===== src/rtl/cfg_unlock_pkg.sv =====
package cfg_unlock_pkg;

    localparam logic [7:0] KEY_IOREG = 8'hD8;
    localparam logic [7:0] KEY_PMEM  = 8'h9D;

    typedef enum logic [1:0] {
        GRP_NONE = 2'd0,
        GRP_IO   = 2'd1,
        GRP_PM   = 2'd2
    } grp_e;

    typedef struct packed {
        logic valid;
        grp_e grp;
    } key_dec_t;

    function automatic key_dec_t decode_key(input logic [7:0] k);
        key_dec_t d;
        d.valid = 1'b0;
        d.grp   = GRP_NONE;
        if (k == KEY_IOREG) begin
            d.valid = 1'b1;
            d.grp   = GRP_IO;
        end else if (k == KEY_PMEM) begin
            d.valid = 1'b1;
            d.grp   = GRP_PM;
        end
        return d;
    endfunction

    function automatic logic [7:0] status_byte(input logic io_open, input logic pm_open);
        return {6'b000000, pm_open, io_open};
    endfunction

endpackage


===== src/rtl/cfg_key_decoder.sv =====
module cfg_key_decoder
    import cfg_unlock_pkg::*;
(
    input  logic       wr_en,
    input  logic [7:0] wr_data,
    output logic       load,
    output grp_e       load_grp
);
    key_dec_t dec;

    always_comb begin
        dec      = decode_key(wr_data);
        load     = wr_en && dec.valid;
        load_grp = dec.grp;
    end

    always_comb begin

        non_key_no_load_chk: assert (!(load && !(wr_data == KEY_IOREG || wr_data == KEY_PMEM)));
    end
endmodule


===== src/rtl/cfg_window_timer.sv =====
module cfg_window_timer
    import cfg_unlock_pkg::*;
#(
    parameter int WIN_CYCLES = 4,
    localparam int CNT_W = $clog2(WIN_CYCLES + 1)
) (
    input  logic clk,
    input  logic rst,
    input  logic load,
    input  grp_e load_grp,
    input  logic tick,
    input  logic consume,
    output logic io_open,
    output logic pm_open
);
    localparam logic [CNT_W-1:0] CNT_FULL = CNT_W'(WIN_CYCLES);

    logic [CNT_W-1:0] cnt_q;
    grp_e             grp_q;
    logic             open;

    assign open    = (cnt_q != '0);
    assign io_open = open && (grp_q == GRP_IO);
    assign pm_open = open && (grp_q == GRP_PM);

    always_ff @(posedge clk) begin
        if (rst) begin
            cnt_q <= '0;
            grp_q <= GRP_NONE;
        end else if (load) begin
            cnt_q <= CNT_FULL;
            grp_q <= load_grp;
        end else if (consume) begin
            cnt_q <= '0;
            grp_q <= GRP_NONE;
        end else if (tick && open) begin
            cnt_q <= cnt_q - 1'b1;
            if (cnt_q == 1) grp_q <= GRP_NONE;
        end
    end


    reload_full_chk: assert property (@(posedge clk) disable iff (rst)
        load |=> (cnt_q == CNT_FULL) && (grp_q != GRP_NONE));


    expire_close_chk: assert property (@(posedge clk) disable iff (rst)
        (!load && !consume && tick && cnt_q == 1) |=> !io_open && !pm_open);


    idle_hold_chk: assert property (@(posedge clk) disable iff (rst)
        (!load && !consume && !tick) |=> $stable(cnt_q) && $stable(grp_q));


    single_group_chk: assert property (@(posedge clk) disable iff (rst)
        $onehot0({io_open, pm_open}));
endmodule


===== src/rtl/cfg_access_gate.sv =====
module cfg_access_gate (
    input  logic clk,
    input  logic rst,
    input  logic req,
    input  logic grp_sel,
    input  logic io_open,
    input  logic pm_open,
    output logic granted,
    output logic viol
);
    logic viol_q;

    assign granted = req && (grp_sel ? pm_open : io_open);
    assign viol    = viol_q;

    always_ff @(posedge clk) begin
        if (rst) viol_q <= 1'b0;
        else     viol_q <= req && !granted;
    end


    refused_flags_chk: assert property (@(posedge clk) disable iff (rst)
        (req && !(grp_sel ? pm_open : io_open)) |=> viol_q);


    granted_no_viol_chk: assert property (@(posedge clk) disable iff (rst)
        (req && granted) |=> !viol_q);
endmodule


===== src/rtl/cfg_unlock_guard.sv =====
module cfg_unlock_guard
    import cfg_unlock_pkg::*;
#(
    parameter int WIN_CYCLES = 4
) (
    input  logic       clk,
    input  logic       rst,
    input  logic       key_wr_en,
    input  logic [7:0] key_wr_data,
    output logic [7:0] key_rd_data,
    input  logic       instr_tick,
    input  logic       prot_wr_req,
    input  logic       prot_wr_grp,
    output logic       prot_wr_ok,
    output logic       viol_pulse,
    output logic       irq_mask,
    output logic       ioreg_en,
    output logic       pmem_en
);
    logic load;
    grp_e load_grp;
    logic io_open, pm_open;

    cfg_key_decoder u_dec (
        .wr_en    (key_wr_en),
        .wr_data  (key_wr_data),
        .load     (load),
        .load_grp (load_grp)
    );

    cfg_window_timer #(.WIN_CYCLES(WIN_CYCLES)) u_tmr (
        .clk      (clk),
        .rst      (rst),
        .load     (load),
        .load_grp (load_grp),
        .tick     (instr_tick),
        .consume  (prot_wr_ok),
        .io_open  (io_open),
        .pm_open  (pm_open)
    );

    cfg_access_gate u_gate (
        .clk     (clk),
        .rst     (rst),
        .req     (prot_wr_req),
        .grp_sel (prot_wr_grp),
        .io_open (io_open),
        .pm_open (pm_open),
        .granted (prot_wr_ok),
        .viol    (viol_pulse)
    );

    assign key_rd_data = status_byte(io_open, pm_open);
    assign ioreg_en    = io_open;
    assign pmem_en     = pm_open;
    assign irq_mask    = io_open || pm_open;


    mask_while_open_chk: assert property (@(posedge clk) disable iff (rst)
        (ioreg_en || pmem_en) |-> irq_mask);


    consume_closes_chk: assert property (@(posedge clk) disable iff (rst)
        (prot_wr_ok && !load) |=> !irq_mask);
endmodule


===== config.mk =====
export PLATFORM = sky130hd
export DESIGN_NAME = cfg_unlock_guard
export DESIGN_NICKNAME = d
export VERILOG_FILES = /design/src/rtl/cfg_unlock_pkg.sv /design/src/rtl/cfg_key_decoder.sv /design/src/rtl/cfg_window_timer.sv /design/src/rtl/cfg_access_gate.sv /design/src/rtl/cfg_unlock_guard.sv
export SDC_FILE = /design/constraint.sdc
export NUM_CORES = 1
export LEC_CHECK = 0
export CAP_MARGIN = 20
export CORE_UTILIZATION = 34
export DETAILED_ROUTE_END_ITERATION = 6
export GPL_ROUTABILITY_DRIVEN = 0
export PLACE_DENSITY_LB_ADDON = 0.15
export RECOVER_POWER = 50
export SYNTH_ARGS = -nofsm -noshare
export SYNTH_HDL_FRONTEND = slang
export SYNTH_SLANG_ARGS = --single-unit

===== constraint.sdc =====
create_clock -name clk -period 1.6 [get_ports clk]
set_clock_uncertainty 0.2 [all_clocks]
set_input_delay 0.16 -clock clk [delete_from_list [all_inputs] [get_ports clk]]
set_output_delay 0.16 -clock clk [all_outputs]
set_load 0.01 [all_outputs]

==> flow_metrics.py <==
metrics = {
    "setup_path": {
        "required_ps": 1530,
        "cp_slowest_cell": "or4bb_4",
        "cp-end-kind": "register",
        "path_class": "reg2reg",
        "crit_buf_inv": 2,
        "startpoint_type": "register",
        "path_delay_family": "simple AND/OR/NAND/NOR gates",
        "path_cells": "inv_2, ha_4, buf_6, or4bb_4, nand3b_1, o32ai_1",
        "arrival_ps": 1580,
        "crit_path_max_fanout": 3,
        "cp_slowest_stage_delay_ps": 520,
    },
    "layout": {
        "multi_input_area_sq_um": 384,
        "area.sequential_sq_um": 125,
        "fill_cells": 129,
        "final_cell_mix": "13 x clkdlybuf4s50_1, 8 x buf_4, 6 x conb_1, 5 x buf_2",
        "n_antenna_cell": 0,
        "final_common_cell": "clkdlybuf4s50_1",
        "area_delta_synth_final_pct": 59.2,
        "drive_above_1_share": 0.437,
        "fin_nets": 106,
        "fin_cells": 102,
    },
    "power": {
        "worst_ir_drop_vdd_mv": 0.456,
        "p_leak_uw": 0.000369,
        "power-per-cell-area_nw_per_um2": 1220,
    },
    "place": {
        "hpwl_um": 829,
        "dp_slack_ps": -301,
        "io_buffers": 20,
        "numPlacedInstances": 98,
    },
    "floorplan": {
        "dieWidth_um": 40.8,
        "initial_utilization": 0.379,
        "num_rows": 13,
        "die_area_sq_um": 1660,
        "ios": 27,
        "die_h_um": 40.8,
        "coreArea_sq_um": 1350,
    },
    "global_routing": {
        "grt_pass1_vias": 457,
        "grt-ovfl-total": 0,
        "grt_use_total": 0.166,
        "antenna_found_initial": 0,
        "grt_start_max_net_pins": 7,
        "grt_pass1_wl_um": 1750,
    },
    "sta": {
        "finalSetupViolCount": 2,
        "rsz0062_at_grt": "true",
        "hold_viol": 0,
        "fmax_mhz": 607,
        "drv_slew": 0,
        "period_needed_ps": 1650,
        "setup_slack_ps": -46.9,
        "period_share": 1.03,
    },
    "routing": {
        "drc": 0,
        "first_pass_iters": 2,
        "detail_route.iter0.violations": 2,
        "antenna_left": 0,
        "vias_per_cell": 4.73,
        "wirelength_um": 1060,
        "vias": 482,
        "wl_per_cell_um": 10.3,
    },
    "cts": {
        "clk_latency_ps": 250,
        "postCtsHoldBufs": 0,
        "clk_pin_slew_ps": 50,
        "cts.sink_count": 6,
        "clockBufferDepth": 2,
        "cts-buffers-inserted": 3,
        "tritoncts": "yes",
        "cts_root_buf": "clkbuf_4",
        "htreeDepth": 1,
    },
    "flow_run": {
        "drv_cap": 0,
    },
    "yosys": {
        "yosysWarningCount": 0,
        "synth-seq-cells": 6,
        "synth_cell_types": 30,
        "synth_top_area_share": 0.235,
        "synth_area_leaders": "dfxtp_1 23%, buf_4 12%, ha_1 7.3%, a2111oi_4 5.4%, and3b_1 5.1%",
        "seq_area_frac_synth": 0.235,
        "syn_avg_cell_area_sq_um": 9.14,
        "synthCells": 56,
        "synth_area_leader_cell": "dfxtp_1",
        "syn_area_sq_um": 512,
    },
    "min_path": {
        "hold_path_class": "reg2reg",
    },
    "status": {
        "status": "finished, violations left",
        "violations": "negative setup slack",
    },
}
## tightest hold or removal path, delay by kind of cell, from the launching register on
family             cells  cell delay (ps)
AOI/OAI and AO/OA      1               60
DFF                    1              330
and+or+nand+nor        1               80
## routing by layer
metal  track usage  vias up  share of wire
met5             0        -              0
met4         0.125        0          0.013
met3        0.0326        2          0.051
met2         0.277       22           0.52
met1         0.182      212           0.41
li1              -      246              -
## power breakdown
part | internal (uW) | total [uW] | switching, uW
Sequential | 190 | 212 | 22.2
Combinational | 366 | 634 | 268
Clock | 85.1 | 145 | 59.4
Total | 642 | 991 | 349
## sequential cells by signal, summed over array words and instances, names as in the netlist
name / flops
u_gate.viol: 1
u_tmr.grp_q: 2
u_tmr.cnt_q: 3
## final cells by class
cell class,instances,area share
Timing Repair Buffer,31,0.315
Sequential cell,6,0.154
Multi-Input combinational cell,45,0.472
Clock buffer,3,0.0276
Tap cell,15,0.0230
Inverter,2,0.00922
## stage by stage
stage | total power [uW] | TNS (ps) | hold WS, ps | cell area, sq um | utilization
finish | 991 | -87.6 | 312 | 815 | 0.603
global placement | 701 | -1810 | 314 | 764 | 0.566
detailed placement | 709 | -1690 | 317 | 764 | 0.566
CTS | 961 | -124 | 315 | 801 | 0.593
global route | 1080 | -192 | 338 | 815 | 0.603
floorplan | 488 | 0 | 29.7 | 531 | -
## cell families (layout without fill, tap and decap cells)
family	Yosys count	in the layout	share of synthesized area
muxes	1	1	0.0196
AOI/OAI and AO/OA	8	8	0.164
xor gates and xnor gates	1	1	0.0171
and+or+nand+nor	26	26	0.352
adders and majority gates	3	3	0.0734
other	1	6	0.00733
buffers and inverters	10	36	0.132
DFF	6	6	0.235
## what timing repair did
action / in CTS / in global routing
pin swaps: 6 / 8
setup buffers: 1 / 0
gates resized for setup: 37 / 5
endpoints found under the hold margin: 0 / 0
setup endpoints to repair: 8 / 9
## final timing paths
path | end | slack, ps | from | depth (start not counted)
max | u_tmr.grp_q[0] | -50 | u_tmr.cnt_q[0] | 6
min | u_tmr.grp_q[0] | 310 | u_tmr.grp_q[0] | 2
max reg2reg | u_tmr.grp_q[0] | -50 | u_tmr.cnt_q[0] | 6
min reg2reg | u_tmr.grp_q[0] | 310 | u_tmr.grp_q[0] | 2
## synthesized netlist by cell type
library cell  n
a2111oi_4     1
a21oi_1       1
and3_1        1
and3b_1       3
and4bb_2      1
buf_4         8
conb_1        1
dfxtp_1       6
ha_1          3
inv_1         2
mux2i_1       1
nand2_1       3
nand2b_1      2
nand2b_4      1
nand3_1       1
nand3b_1      2
nor2_1        5
nor2b_1       1
nor3_2        1
nor3b_1       2
o2111ai_2     1
o211a_1       1
o21a_1        1
o21ai_0       1
o21ai_1       1
o32ai_1       1
or2b_1        1
or3b_1        1
or4bb_1       1
xnor2_1       1
Power figures use the tool's default switching activity.
